--- src/rtl/buck_vsel_pkg.sv ---
package buck_vsel_pkg;

    typedef enum logic [1:0] {
        ST_OFF       = 2'd0,
        ST_ARMING    = 2'd1,
        ST_ON        = 2'd2,
        ST_DISARMING = 2'd3
    } trk_state_t;

endpackage

--- src/rtl/buck_pin_pick.sv ---
module buck_pin_pick (
    input  logic pin_sel,
    input  logic en_pin1,
    input  logic en_pin2,
    output logic sel_lvl
);
    always_comb begin
        sel_lvl = pin_sel ? en_pin2 : en_pin1;
    end
endmodule

--- src/rtl/buck_edge_delay.sv ---
module buck_edge_delay
    import buck_vsel_pkg::*;
#(
    parameter int DLY_W          = 4,
    parameter int TICKS_PER_STEP = 1000
) (
    input  logic             clk,
    input  logic             rst_n,
    input  logic             sel_lvl,
    input  logic [DLY_W-1:0] up_dly,
    input  logic [DLY_W-1:0] dn_dly,
    output logic             trk_on
);
    localparam int MAX_CNT = ((1 << DLY_W) - 1) * TICKS_PER_STEP;
    localparam int CNT_W   = $clog2(MAX_CNT + 1);

    trk_state_t       state_q, state_d;
    logic [CNT_W-1:0] cnt_q, cnt_d;
    logic [CNT_W-1:0] up_len, dn_len;

    always_comb begin
        up_len = CNT_W'(up_dly) * CNT_W'(TICKS_PER_STEP);
        dn_len = CNT_W'(dn_dly) * CNT_W'(TICKS_PER_STEP);
    end

    // state register
    always_ff @(posedge clk or negedge rst_n) begin
        if (!rst_n) begin
            state_q <= ST_OFF;
            cnt_q   <= '0;
        end else begin
            state_q <= state_d;
            cnt_q   <= cnt_d;
        end
    end

    // next-state logic
    always_comb begin
        state_d = state_q;
        cnt_d   = cnt_q;
        unique case (state_q)
            ST_OFF: begin
                if (sel_lvl) begin
                    if (up_dly == '0) begin
                        state_d = ST_ON;
                    end else begin
                        state_d = ST_ARMING;
                        cnt_d   = up_len;
                    end
                end
            end
            ST_ARMING: begin
                if (!sel_lvl) begin
                    state_d = ST_OFF;
                end else if (cnt_q == CNT_W'(1)) begin
                    state_d = ST_ON;
                end else begin
                    cnt_d = cnt_q - CNT_W'(1);
                end
            end
            ST_ON: begin
                if (!sel_lvl) begin
                    if (dn_dly == '0) begin
                        state_d = ST_OFF;
                    end else begin
                        state_d = ST_DISARMING;
                        cnt_d   = dn_len;
                    end
                end
            end
            ST_DISARMING: begin
                if (sel_lvl) begin
                    state_d = ST_ON;
                end else if (cnt_q == CNT_W'(1)) begin
                    state_d = ST_OFF;
                end else begin
                    cnt_d = cnt_q - CNT_W'(1);
                end
            end
            default: state_d = ST_OFF;
        endcase
    end

    // output logic
    always_comb begin
        trk_on = (state_q == ST_ON) || (state_q == ST_DISARMING);
    end
endmodule

--- src/rtl/buck_vsel_ctrl.sv ---
module buck_vsel_ctrl #(
    parameter int VCODE_W        = 8,
    parameter int DLY_W          = 4,
    parameter int TICKS_PER_STEP = 1000
) (
    input  logic               clk,
    input  logic               rst_n,
    input  logic               dev_active,
    input  logic               mst_en,
    input  logic               pin_ctl,
    input  logic               pin_sel,
    input  logic               rf_mode,
    input  logic               en_pin1,
    input  logic               en_pin2,
    input  logic [DLY_W-1:0]   up_dly,
    input  logic [DLY_W-1:0]   dn_dly,
    input  logic [VCODE_W-1:0] vcode_norm,
    input  logic [VCODE_W-1:0] vcode_floor,
    input  logic [1:0]         pd_dis,
    output logic               reg_en,
    output logic [VCODE_W-1:0] vcode_out,
    output logic [1:0]         pd_en
);
    logic sel_lvl;
    logic trk_on;
    logic use_floor;

    buck_pin_pick u_pick (
        .pin_sel (pin_sel),
        .en_pin1 (en_pin1),
        .en_pin2 (en_pin2),
        .sel_lvl (sel_lvl)
    );

    buck_edge_delay #(
        .DLY_W          (DLY_W),
        .TICKS_PER_STEP (TICKS_PER_STEP)
    ) u_dly (
        .clk     (clk),
        .rst_n   (rst_n),
        .sel_lvl (sel_lvl),
        .up_dly  (up_dly),
        .dn_dly  (dn_dly),
        .trk_on  (trk_on)
    );

    always_ff @(posedge clk or negedge rst_n) begin
        if (!rst_n) begin
            pd_en <= 2'b11;
        end else begin
            pd_en <= ~pd_dis;
        end
    end

    // outputs
    always_comb begin
        reg_en    = dev_active && mst_en && (!pin_ctl || rf_mode || trk_on);
        use_floor = reg_en && pin_ctl && rf_mode && !trk_on;
        vcode_out = use_floor ? vcode_floor : vcode_norm;
    end
endmodule

--- config.mk ---
export PLATFORM = sky130hd
export DESIGN_NAME = buck_vsel_ctrl
export DESIGN_NICKNAME = d
export VERILOG_FILES = /design/src/rtl/buck_vsel_pkg.sv /design/src/rtl/buck_pin_pick.sv /design/src/rtl/buck_edge_delay.sv /design/src/rtl/buck_vsel_ctrl.sv
export SDC_FILE = /design/constraint.sdc
export NUM_CORES = 1
export LEC_CHECK = 0
export ABC_AREA = 1
export BUFFER_PORTS_ARGS = -buffer_cell sky130_fd_sc_hd__buf_4
export CORE_MARGIN = 1
export CORE_UTILIZATION = 46
export CTS_BUF_LIST = sky130_fd_sc_hd__clkbuf_16
export DETAILED_ROUTE_END_ITERATION = 8
export PLACE_DENSITY = 0.68
export SLEW_MARGIN = 10
export SYNTH_ARGS = -nofsm -noshare
export SYNTH_HDL_FRONTEND = slang
export SYNTH_SLANG_ARGS = --single-unit
export TNS_END_PERCENT = 10
--- constraint.sdc ---
create_clock -name clk -period 3.65 [get_ports clk]
set_clock_uncertainty 0.15 [all_clocks]
set_input_delay 0.365 -clock clk [delete_from_list [all_inputs] [get_ports clk]]
set_output_delay 0.365 -clock clk [all_outputs]
set_load 0.02 [all_outputs]
# [Word level (Yosys, flattened, before mapping)]
# Index checks and enable logic that the tools add are counted.
[word_totals] word_cells=53 regBits=18 output_inout_bits=11 input_bits=35
[op_classes] bitwise_logic=1 muxes=19 reduce_logical=15 mul=2 n_eq_ne=12 add_sub_neg=1
[op_table] cell="$mux 14" count=7
[op_table] cell="$pmux 14 s4" count=1
[op_table] cell="$mul 4x7->11 const B" count=2
[op_table] cell="$mux 2" count=8
[op_table] cell="$eq 14x1->1 const B" count=1
[op_table] cell="$sub 14x1->14 const B" count=1
[op_table] cell="$logic_not 4->1" count=2
[op_table] cell="$mux 8" count=1
[op_table] cell="$ne 2x2->1 const B" count=4
[op_table] cell="$pmux 2 s4" count=1
[op_table] cell="$reduce_and 6->1" count=1
[op_table] cell="$logic_and 1x1->1" count=5
[op_table] cell="$eq 2x2->1 const B" count=2
[op_table] cell="$ne 2x1->1 const B" count=2
[op_table] cell="$reduce_and 4->1" count=1
[op_table] cell="$logic_or 1x1->1" count=3
[op_table] cell="$ne 3x1->1 const B" count=1
[op_table] cell="$ne 3x3->1 const B" count=1
[op_table] cell="$eq 2x1->1 const B" count=1
[op_table] cell="$logic_not 1->1" count=2
[op_table] cell="$logic_not 2->1" count=1
[op_table] cell="$not 2->2" count=1
[op_table] cell="$mux 1" count=1

# [Longest topological paths before layout]
[logic_depth] word_depth=8 mapped_depth=14 mapped_depth_nobuf=14

# [Modules after synthesis]
# Synthesis repeated with hierarchy kept, for this count alone.
[hier_totals] cells_unflattened=391 hier_area_um2=2670.1
[modules_own_cells] mod="buck_edge_delay" seq_area_each_um2=400.4 instances=1 cells_per_inst=343 area_per_inst_um2=2376.0
[modules_own_cells] mod="buck_vsel_ctrl" seq_area_each_um2=52.6 instances=1 cells_per_inst=44 area_per_inst_um2=279.0
[modules_own_cells] mod="buck_pin_pick" seq_area_each_um2=0.0 instances=1 cells_per_inst=4 area_per_inst_um2=15.0

# [Worst setup path after synthesis]
# OpenSTA, ideal clock, no wires.
[synth_path] kind="input -> register" start="in dn_dly[1]" end="reg u_dly.cnt_q[11]" n_path_buf=0 path_slack_ns=0.773 required_time_ns=3.384 setup_ns=0.116 arrival_time_ns=2.611 stages=12 path_cell_list="fa_1 > inv_1 > fa_1 > inv_1 > ha_1 > or2_2 > nand4_1 > nand3_1 > nand3_1 > nand2_1 > nor2_1 > nor2_2"
[synth_via] elab_chain_len=4 word_cells_on_any_way=7 cone_classes="1 x mul; 1 x eq/ne; 3 x mux; 2 x reduce/logical"
[synth_rtl] element="start: declaration" line="buck_vsel_ctrl.sv:16" source="input logic [DLY_W-1:0] dn_dly,"
[synth_rtl] element="$mul 4x7->11" line="buck_edge_delay.sv:23" source="dn_len = CNT_W'(dn_dly) * CNT_W'(TICKS_PER_STEP);"
[synth_rtl] element="$mux 14" line="buck_edge_delay.sv:63" source="if (dn_dly == '0) begin"
[synth_rtl] element="$mux 14" line="buck_edge_delay.sv:62" source="if (!sel_lvl) begin"
[synth_rtl] element="$pmux 14 s4" line="buck_edge_delay.sv:41" source="unique case (state_q)"
[synth_rtl] element="end signal: assignment" line="buck_edge_delay.sv:33" source="cnt_q <= cnt_d;"
[synth_rtl] element="end: declaration" line="buck_edge_delay.sv:18" source="logic [CNT_W-1:0] cnt_q, cnt_d;"
# Several ways; a longest one is shown, not always the timed one. The select of a mux whose other input is x is not followed.
# A chain may end at the register's enable or synchronous reset.

# [Worst setup path in the final report]
[layout_path] start="in dn_dly[1]" end="reg u_dly.cnt_q[9]"
# The elaborated chain is that of the path after synthesis.

==> impl_metrics.tcl <==
set metrics [dict create \
    status "completed" \
    worst_r2r_path_depth 9 \
    clock_tree.buffer_depth 2 \
    crit_required_ns 3.64 \
    fin_setup_tns_ns 0 \
    clk_pin_slew_ns 0.05 \
    syn_area_per_cell_sq_um 7.18 \
    post_cts_hold_buffer_count 1 \
    post-cts-setup-buffers 0 \
    synthesis.instances 370 \
    num_antenna_cells 0 \
    clock_latency_on_the_worst_skew_pair_ns 0.25 \
    number_of_maximum_capacitance_constraint_violations 0 \
    arrival_ns 2.87 \
    globalRouteMet1Util_pct 29.7 \
    hpwl_microns 5240 \
    post_route_cells_drive_above_1_share_pct 21.2 \
    global_route.usage.met2_pct 39.1 \
    maxClockFrequency_ghz 0.348 \
    power.internal_w 0.000864 \
    worst-setup-path-type "in -> reg" \
    grt.overflow.total 0 \
    cellLeakagePower_nw 1.65 \
    num_rows 27 \
    critPathMaxStageDelay_ns 0.59 \
    synth_edf_count 0 \
    synth_commonest_cells "nand2_1 (83), inv_1 (54), nand3_1 (38)" \
    detailed_route_via_count 2561 \
    total_i_o_pin_count 46 \
    max_slew.worst_pin.slew_ns 0.567 \
    setup-violations-final 0 \
    yosysSeqAreaShare_pct 17.0 \
    slew_headroom_pct 62.2 \
    finalMaxSlewViolations 0 \
    post-route-drc-count 0 \
    critPathLaunchType "input pin" \
    pwr_density_mw_per_mm2 566 \
    core_area_sq_mm 0.00554 \
    clock_tree.htree_level_count 1 \
    cts_resized 0 \
    avgRoutedWirePerCell_microns 13.1 \
    ys_ff_latch 18 \
    routed_wl_microns 6400 \
    grt_pass1_vias 2537 \
    die-width_microns 78.0 \
    netlist_area_sq_mm 0.00266 \
    net-switching-power_w 0.000910 \
    final_min_period_over_clock_period_pct 78.7 \
    r2r_start "u_dly.state_q[0]" \
    drt_first_iter_violations 131 \
    crit_path_top_delay_cell "fa_1" \
    synth_largest_type_area_fraction_pct 15.5 \
    min_delay_path_depth 2 \
    power.clock.fraction_pct 12.7 \
    ys.flop_type "dfrtp_1" \
    grt_pass1_wl_microns 11100 \
    sw_frac_of_total_pct 51.3 \
    power_frac_seq_pct 24.0 \
    regToRegEndpoint "u_dly.cnt_q[11]" \
    finish.utilization_pct 56.6 \
    global_route_met3_utilization_pct 1.86 \
    die-area_sq_mm 0.00609 \
    filler_cells 518 \
    portBuffers 45 \
    crit_path_max_fanout 5 \
    total_clock_buffers_created_by_cts 3 \
    worstSetupEndpointType "flop" \
    hold_path.class "in -> reg" \
    grt_use_total_pct 22.6 \
    routabilityCongestion 0.872 \
    total_nets_after_synthesis 452 \
    cts_num_sinks 18 \
    dr.pass1.iters 4 \
    cts_tree "built" \
    ff2ff_setup_slack_ns 1.29 \
    hp-start "pd_dis[1]" \
    vdd.ir_drop.worst_uv 298 \
    floorplan.die.height_microns 78.0 \
    fin_nets 499 \
    synth_area_leaders "ha_1 (16%), dfrtp_1 (15%), nand2_1 (12%)" \
    floorplan.initialDensity_pct 48.0 \
    worst_hold_path.endpoint "pd_en[1]" \
    syn_to_layout_area_delta_pct 18.1 \
    drt.antenna.violating_nets 0 \
    ys_warn_count 0 \
    synthDistinctLibCells 39 \
    most_common_cell_in_the_synthesized_netlist "nand2_1" \
    grt_start_max_net_pins 19 \
    grt_antenna_before_repair 0 \
    path_common_cell "nand2_1" \
    timing.critical_path.cells "buf_4, fa_1, inv_1, fa_1, inv_1, ha_1, or2_2, nand2_1, a21oi_1, o21ai_0, nand3_1, nand2_1, nand2_1" \
    synthArstFlopShare_pct 100 \
    pwr-share-comb_pct 63.3 \
    clock_tree.root_cell "clkbuf_16" \
    yosysTopAreaCell "ha_1" \
    post_drt_via_cell_ratio 5.25 \
    top_usage_layer "met2" \
    rsz0062_at_grt "no" \
    min_period_ns 2.87 \
    hold_violation_total_from_the_final_report 0 \
]
## stage by stage
stage                     cell area [sq um]  hold slack, ns  setup WS, ns  instances  power, W
after floorplan                        2660         -0.0806         0.773        370   0.00128
after global placement                 3050          0.0977         0.557        483   0.00151
after detailed placement               3050           0.102         0.535        483   0.00154
after CTS                              3140          0.0698         0.792        488   0.00177
after global routing                   3140          0.0693         0.568        488   0.00197
final                                  3140          0.0687         0.776        488   0.00177
## metal layers
layer,share of wire [%],vias to the layer above,wire (microns)
met5,0,-,0
met4,1.6,0,101
met3,3.1,8,200
met2,48,54,3100
met1,47,1204,3000
li1,-,1295,-
## cell type report
type	count	area (sq um)	area share, %
multi-input cells	288	1940	61.7
flip-flops and latches	18	453	14.4
repair buffers	47	355	11.3
inverters	59	224	7.14
well taps	72	90.1	2.87
clock buffers	3	75.1	2.39
clock inverters	1	3.75	0.120
## how the worst max path moves through the flow
| stage | slack, ns | start | endpoint |
|---|---|---|---|
| floorplan | 0.77 | dn_dly[1] | u_dly.cnt_q[11] |
| global placement | 0.56 | dn_dly[1] | u_dly.cnt_q[9] |
| detailed placement | 0.53 | dn_dly[1] | u_dly.cnt_q[13] |
| CTS | 0.79 | dn_dly[1] | u_dly.cnt_q[9] |
| global route | 0.57 | dn_dly[1] | u_dly.cnt_q[11] |
| finish | 0.78 | dn_dly[1] | u_dly.cnt_q[9] |
## flip-flops by register name (all words and copies together), names as in the netlist
name / flops
u_dly.state_q: 2
pd_en: 2
u_dly.cnt_q: 14
## power groups by stage
stage / combinational, W / clock [W] / sequential (W)
3_5_place_dp: 0.00112 / 0 / 0.000420
3_3_place_gp: 0.00110 / 0 / 0.000415
4_1_cts: 0.00112 / 0.000228 / 0.000419
2_1_floorplan: 0.000904 / 0 / 0.000376
5_1_grt: 0.00129 / 0.000241 / 0.000438
6_report: 0.00112 / 0.000226 / 0.000425
## cells by family after synthesis
| kind of cell | after synthesis | synth area share, % |
|---|---|---|
| AND/OR/NAND/NOR | 180 | 30.2 |
| buffers and inverters | 64 | 10.1 |
| AO/OA/AOI/OAI | 49 | 11.9 |
| adder cells (fa/ha/maj) | 47 | 26.1 |
| flip-flops | 18 | 17.0 |
| multiplexers | 8 | 3.39 |
| XOR/XNOR | 4 | 1.32 |
## layout by cell type, fill, tap and decap left out, types with 4 or more instances in the layout
master	count
nand2_1	83
inv_1	55
buf_4	46
nand3_1	38
ha_1	33
nor2_1	32
dfrtp_1	16
a21oi_1	15
fa_1	14
nor2_2	11
o21ai_0	10
mux2_2	8
o21ai_1	5
inv_2	4
nand4_1	4
## worst max-delay path, delay by kind of cell
family,cells,cell delay (ns)
adder cells (fa/ha/maj),3,1.43
AND/OR/NAND/NOR,5,0.63
buffers and inverters,3,0.27
AO/OA/AOI/OAI,2,0.16
No activity file was read; power rests on OpenSTA's default activity.
